===== src/rtl/pal_pkg.sv =====
// Shared definitions for the palette colour store.
// Assumes an 8-bit register layout: streaming flag in the top bit, and one
// constant-one filler bit above a 6-bit byte pointer.
package pal_pkg;
    // register select: bit 1 = half (0 background, 1 object), bit 0 = data window
    typedef enum logic [1:0] {
        SEL_BG_PTR  = 2'd0,
        SEL_BG_DAT  = 2'd1,
        SEL_OBJ_PTR = 2'd2,
        SEL_OBJ_DAT = 2'd3
    } pal_sel_e;

    localparam int NUM_HALVES = 2;
endpackage


===== src/rtl/pal_ptr_reg.sv =====
// Byte pointer plus streaming flag for one half of the palette store.
// A load captures the pointer and the flag from the write data. A step moves
// the pointer on by one (modulo 2**PTR_W) only while the flag is set.
// Assumes load and step never arrive in the same cycle; load wins if they do.
module pal_ptr_reg #(
    parameter int PTR_W  = 6,
    parameter int DATA_W = 8
) (
    input  logic              clk,
    input  logic              rst_n,
    input  logic              load,
    input  logic [DATA_W-1:0] wdata,
    input  logic              step,
    output logic [PTR_W-1:0]  ptr_o,
    output logic              stream_o
);
    logic [PTR_W-1:0] ptr_q;
    logic             stream_q;

    // pointer and flag update: reset, load from software, or streaming step
    always_ff @(posedge clk) begin
        if (!rst_n) begin
            ptr_q    <= '0;
            stream_q <= 1'b0;
        end else if (load) begin
            ptr_q    <= wdata[PTR_W-1:0];
            stream_q <= wdata[DATA_W-1];
        end else if (step && stream_q) begin
            ptr_q    <= ptr_q + 1'b1;
        end
    end

    assign ptr_o    = ptr_q;
    assign stream_o = stream_q;

    assert_reset_clear_R8: assert property (@(posedge clk)
        !rst_n |=> (ptr_q == '0 && !stream_q));

    assert_load_capture_R2: assert property (@(posedge clk) disable iff (!rst_n)
        load |=> (ptr_q == $past(wdata[PTR_W-1:0]) && stream_q == $past(wdata[DATA_W-1])));

    assert_stream_wrap_R5: assert property (@(posedge clk) disable iff (!rst_n)
        (step && stream_q && !load) |=> (ptr_q == PTR_W'($past(ptr_q) + 1)));

    assert_ptr_hold_R6: assert property (@(posedge clk) disable iff (!rst_n)
        (!load && !step) |=> ($stable(ptr_q) && $stable(stream_q)));
endmodule


===== src/rtl/pal_ram.sv =====
// Flop-based palette byte array with one write port and two combinational
// read ports (one for the register window, one for the pixel lookup).
// Assumes it is small enough that resetting every entry is affordable.
module pal_ram #(
    parameter int ADDR_W = 7,
    parameter int DATA_W = 8
) (
    input  logic              clk,
    input  logic              rst_n,
    input  logic              we,
    input  logic [ADDR_W-1:0] waddr,
    input  logic [DATA_W-1:0] wdata,
    input  logic [ADDR_W-1:0] raddr_a,
    output logic [DATA_W-1:0] rdata_a,
    input  logic [ADDR_W-1:0] raddr_b,
    output logic [DATA_W-1:0] rdata_b
);
    localparam int DEPTH = 1 << ADDR_W;

    logic [DATA_W-1:0] mem_q [DEPTH];

    // storage update: clear everything on reset, otherwise one byte per write
    always_ff @(posedge clk) begin
        if (!rst_n) begin
            for (int i = 0; i < DEPTH; i++) mem_q[i] <= '0;
        end else if (we) begin
            mem_q[waddr] <= wdata;
        end
    end

    // combinational read ports
    assign rdata_a = mem_q[raddr_a];
    assign rdata_b = mem_q[raddr_b];

    assert_write_lands_R3: assert property (@(posedge clk) disable iff (!rst_n)
        we |=> (mem_q[$past(waddr)] == $past(wdata)));
endmodule


===== src/rtl/palette_store.sv =====
// Palette colour store: 2**(PTR_W+1) bytes split into a background half and
// an object half, each reached through a pointer/data-window register pair,
// plus a read-only lookup port for the pixel pipeline.
// Assumes DATA_W = PTR_W + 2 (flag bit, one filler bit reading 1, pointer).
module palette_store #(
    parameter int PTR_W  = 6,
    parameter int DATA_W = 8
) (
    input  logic              clk,
    input  logic              rst_n,
    input  logic              reg_wr_en,
    input  logic [1:0]        reg_sel,
    input  logic [DATA_W-1:0] reg_wdata,
    output logic [DATA_W-1:0] reg_rdata,
    input  logic [PTR_W:0]    lookup_addr,
    output logic [DATA_W-1:0] lookup_data
);
    import pal_pkg::*;

    localparam int ADDR_W = PTR_W + 1;
    localparam int PAD_W  = DATA_W - 1 - PTR_W;

    logic             sel_half;
    logic             sel_data;
    logic             half_load [NUM_HALVES];
    logic             half_step [NUM_HALVES];
    logic [PTR_W-1:0] half_ptr  [NUM_HALVES];
    logic             half_strm [NUM_HALVES];
    logic [DATA_W-1:0] half_view [NUM_HALVES];

    logic              ram_we;
    logic [ADDR_W-1:0] win_addr;
    logic [DATA_W-1:0] win_data;

    assign sel_half = reg_sel[1];
    assign sel_data = reg_sel[0];

    // one pointer register per half, with its load/step strobes and read view
    for (genvar g = 0; g < NUM_HALVES; g++) begin : g_half
        assign half_load[g] = reg_wr_en && !sel_data && (sel_half == 1'(g));
        assign half_step[g] = reg_wr_en &&  sel_data && (sel_half == 1'(g));

        pal_ptr_reg #(
            .PTR_W  (PTR_W),
            .DATA_W (DATA_W)
        ) ptr_i (
            .clk      (clk),
            .rst_n    (rst_n),
            .load     (half_load[g]),
            .wdata    (reg_wdata),
            .step     (half_step[g]),
            .ptr_o    (half_ptr[g]),
            .stream_o (half_strm[g])
        );

        assign half_view[g] = {half_strm[g], {PAD_W{1'b1}}, half_ptr[g]};
    end

    // the data window addresses the selected half: half bit on top of its pointer
    always_comb begin
        win_addr = {sel_half, half_ptr[sel_half]};
        ram_we   = reg_wr_en && sel_data;
    end

    pal_ram #(
        .ADDR_W (ADDR_W),
        .DATA_W (DATA_W)
    ) ram_i (
        .clk     (clk),
        .rst_n   (rst_n),
        .we      (ram_we),
        .waddr   (win_addr),
        .wdata   (reg_wdata),
        .raddr_a (win_addr),
        .rdata_a (win_data),
        .raddr_b (lookup_addr),
        .rdata_b (lookup_data)
    );

    // register read mux: data window byte or pointer view
    always_comb begin
        unique case (pal_sel_e'(reg_sel))
            SEL_BG_PTR:  reg_rdata = half_view[0];
            SEL_OBJ_PTR: reg_rdata = half_view[1];
            default:     reg_rdata = win_data;
        endcase
    end

    assert_bg_leaves_obj_R9: assert property (@(posedge clk) disable iff (!rst_n)
        (reg_wr_en && !reg_sel[1]) |=> ($stable(half_ptr[1]) && $stable(half_strm[1])));

    assert_obj_leaves_bg_R9: assert property (@(posedge clk) disable iff (!rst_n)
        (reg_wr_en && reg_sel[1]) |=> ($stable(half_ptr[0]) && $stable(half_strm[0])));

    assert_obj_upper_half_R4: assert property (@(posedge clk) disable iff (!rst_n)
        (ram_we && reg_sel[1]) |-> win_addr[ADDR_W-1]);
endmodule


===== config.mk =====
export PLATFORM = sky130hd
export DESIGN_NAME = palette_store
export DESIGN_NICKNAME = d
export VERILOG_FILES = /design/src/rtl/pal_pkg.sv /design/src/rtl/pal_ptr_reg.sv /design/src/rtl/pal_ram.sv /design/src/rtl/palette_store.sv
export SDC_FILE = /design/constraint.sdc
export NUM_CORES = 2
export LEC_CHECK = 0
export BUFFER_PORTS_ARGS = -buffer_cell sky130_fd_sc_hd__buf_2
export CORE_MARGIN = 2
export CORE_UTILIZATION = 45
export DETAILED_ROUTE_END_ITERATION = 8
export GPL_ROUTABILITY_DRIVEN = 0
export PLACE_DENSITY = 0.64
export SYNTH_ARGS = -nofsm -noshare
export SYNTH_HDL_FRONTEND = slang
export SYNTH_HIERARCHICAL = 1
export SYNTH_SLANG_ARGS = --single-unit

===== constraint.sdc =====
create_clock -name clk -period 3.05 [get_ports clk]
set_input_delay 0.1525 -clock clk [delete_from_list [all_inputs] [get_ports clk]]
set_output_delay 0.1525 -clock clk [all_outputs]
set_load 0.05 [all_outputs]

==> qor.txt <==
Status: complete, but fails checks
Violated checks: setup timing
Routed vias/inst: 6.21
DRC violations left: 0
Die height: 357 microns
Pwr Density: 530 nW/um^2
Layout fillers: 9895
Most used cell, CP: mux4_2
Commonest cells after routing, fill and taps aside: and2_1 (1026), edfxtp_1 (1024), mux4_2 (672), buf_4 (416), o21ai_0 (129)
Critical path, cell by cell: mux2_8 -> buf_12 -> buf_16 -> mux4_2 -> mux4_2 -> mux4_2 -> mux2_2 -> mux2_4 -> buf_8
Die ar.: 127000 sq um
Hold Slack: 28.4 ps
Max_slew headroom: 0.414
Initial Util: 0.454
Clock sink total: 1038
Max IR drop VDD: 0.434 mV
Root buffer cell: clkbuf_16
# rows: 129
Port buffer count: 35
Max Slew Vio Count: 0
Register area share after synthesis: 0.553
Post-route ant nets: 0
Commonest non-fill, non-tap cell in the layout: and2_1
Async SR Flop Fraction: 0
Yosys top cell area share: 0.548
Total power: 35.1 mW
First-pass GRT wire length: 248000 microns
Post-synthesis area per instance: 16.2 sq um
YS warnings: 6
RSZ-0062 raised after global routing: true
WL final: 169000 microns
Reg clk slew, reported paths: 60 ps
Post-DP HPWL: 120000 microns
Finished Cell Area: 66200 sq um
Vias in the first global route: 34200
Critical path's slowest cell: mux4_2
Die width: 357 microns
Minimum clock period: 4310 ps
Setup CP Type: reg -> out
IO Count: 36
Crit path DAT: 4150 ps
Core ar.: 124000 sq um
CTS Buffer Depth: 3
Cell Area, Synth: 56100 sq um
Clk_lat worst skew: 730 ps
Final hold violation count: 0
Synth area leaders: edfxtp_1 (55%), mux4_2 (27%), and2_1 (11%), clkbuf_1 (1.5%), o21ai_0 (1.2%)
DR pass1 iterations: 6
Crit path required time: 2900 ps
Setup crit start kind: register
Via Count: 34300
EDFF count, synth: 1024
Final Util: 0.535
CTS tree: done
Tcrit/Tclk final: 1.41
Area used by multi-input combinational logic: 23800 sq um
Worst Hold Class: in -> reg
First DRT Iteration DRCs: 4670
Total CTS buffers: 111
Max stage delay on crit path: 560 ps
Avg WL per Cell: 30.7 microns
FF/Latch Area: 31000 sq um
Peak Freq: 0.232 GHz
LEAKAGE: 23.5 nW
Max FO, Critical Path: 10
Remaining global-route overflow: 0
Clock Skew: 25.0 ps
Final setup vio count: 16
Critical Path End Type: primary output
H-tree levels: 3
# nets final: 3809
Largest net degree at the start of global routing: 124
Syn Nets: 3475
Synth area leader: edfxtp_1
DP Area: 61700 sq um
MaxCap Viol Count: 0
# diodes: 0
Measured slew at the worst slew-check pin: 876 ps
Ratio of cells with drive above 1 in the final layout: 0.370
Cell count after synthesis: 3453
Final worst slack: -1260 ps
Area grow syn2layout: 18.0%
Initial antenna violation count: 11
Gr usage total: 0.270
Post-synth cell types: 37
Number of synthesized register bits: 1038
Synth Flop Type: edfxtp_1
==> kinds of logic after synthesis <==
family | synth area share
compound gates | 0.0140
xor+xnor | 0.000625
fa+ha+maj | 0.000446
buf+inv | 0.0240
flops | 0.553
mux | 0.277
simple gates | 0.131
==> final timing paths <==
path                            depth (start not counted)  slack (ps)                        to                     start
worst max-delay path                                    9       -1260              reg_rdata[3]  g_half[0].ptr_i/ptr_o[0]
worst max register to register                         10          30        ram_i/mem_q[81][1]  g_half[1].ptr_i/ptr_o[2]
worst min-delay path                                    3          30  g_half[1].ptr_i/ptr_o[4]              reg_wdata[4]
worst min register to register                          2         530  g_half[0].ptr_i/ptr_o[5]  g_half[0].ptr_i/ptr_o[5]
==> sequential cells by signal, indices dropped and copies added, names as in the netlist <==
| register | count |
|---|---|
| g_half.ptr_i/stream_o | 2 |
| g_half.ptr_i/ptr_o | 12 |
| ram_i/mem_q | 1024 |
==> metal layers <==
metal,vias up,part of all wire,wire (microns),track usage
met2,1927,0.47,79900,0.423
met1,17900,0.40,68100,0.388
met5,-,0.00034,57,0
met3,243,0.10,16900,0.0552
met4,8,0.027,4500,0.0727
li1,14200,-,-,-
==> per-stage QoR <==
| step | TNS (ps) | setup slack [ps] | instances |
|---|---|---|---|
| detailed placement | -34590 | -708 | 5289 |
| finish | -13270 | -1260 | 5520 |
| CTS | -13610 | -1260 | 5517 |
| global placement | -29480 | -697 | 5289 |
| global route | -14540 | -1290 | 5520 |
| floorplan | -431 | -71.8 | 3453 |
==> layout make-up <==
class | count | area share
Sequential cell | 1038 | 0.469
Multi-Input combinational cell | 2090 | 0.360
Timing Repair Buffer | 542 | 0.0822
Clock buffer | 132 | 0.0448
Tap cell | 1637 | 0.0310
Clock inverter | 77 | 0.0124
Inverter | 4 | 0.000227
==> power by group <==
part	switching, mW	internal, mW
sequential	0.345	16.1
clock	5.89	8.28
combinational	2.32	2.12
total	8.56	26.5
==> synth_stat cells, types with 2 or more instances <==
library cell,n
and2_1,1026
edfxtp_1,1024
mux4_2,672
clkbuf_1,227
o21ai_0,139
nor2_1,128
buf_1,38
buf_2,38
mux2_2,25
nand2_1,17
buf_4,15
dfxtp_1,14
nand3_1,14
nand2b_1,9
or3_1,7
a31oi_1,6
nor2b_1,6
mux2_4,5
or2_2,5
inv_1,4
o211a_1,4
buf_6,3
mux2i_1,3
nand3b_1,3
a21oi_1,2
ha_1,2
nand4_1,2
nand4_2,2
nor4_1,2
or3b_2,2
xnor2_1,2
xor2_1,2
==> worst max-delay path: cells and delay by family, from the launching register on <==
family	cells	cell delay [ps]
multiplexers	6	2550
buffers and inverters	3	520
flip-flops	1	320
==> repair_timing <==
action / 4_1_cts / 5_1_grt
hold buffers: 4 / 0
resized for setup: 69 / 14
endpoints found under the setup margin: 141 / 133
gates cloned: 8 / 0
endpoints found under the hold margin: 32 / 0
setup buffers: 8 / 3
No activity file was read; power rests on OpenSTA's default activity.
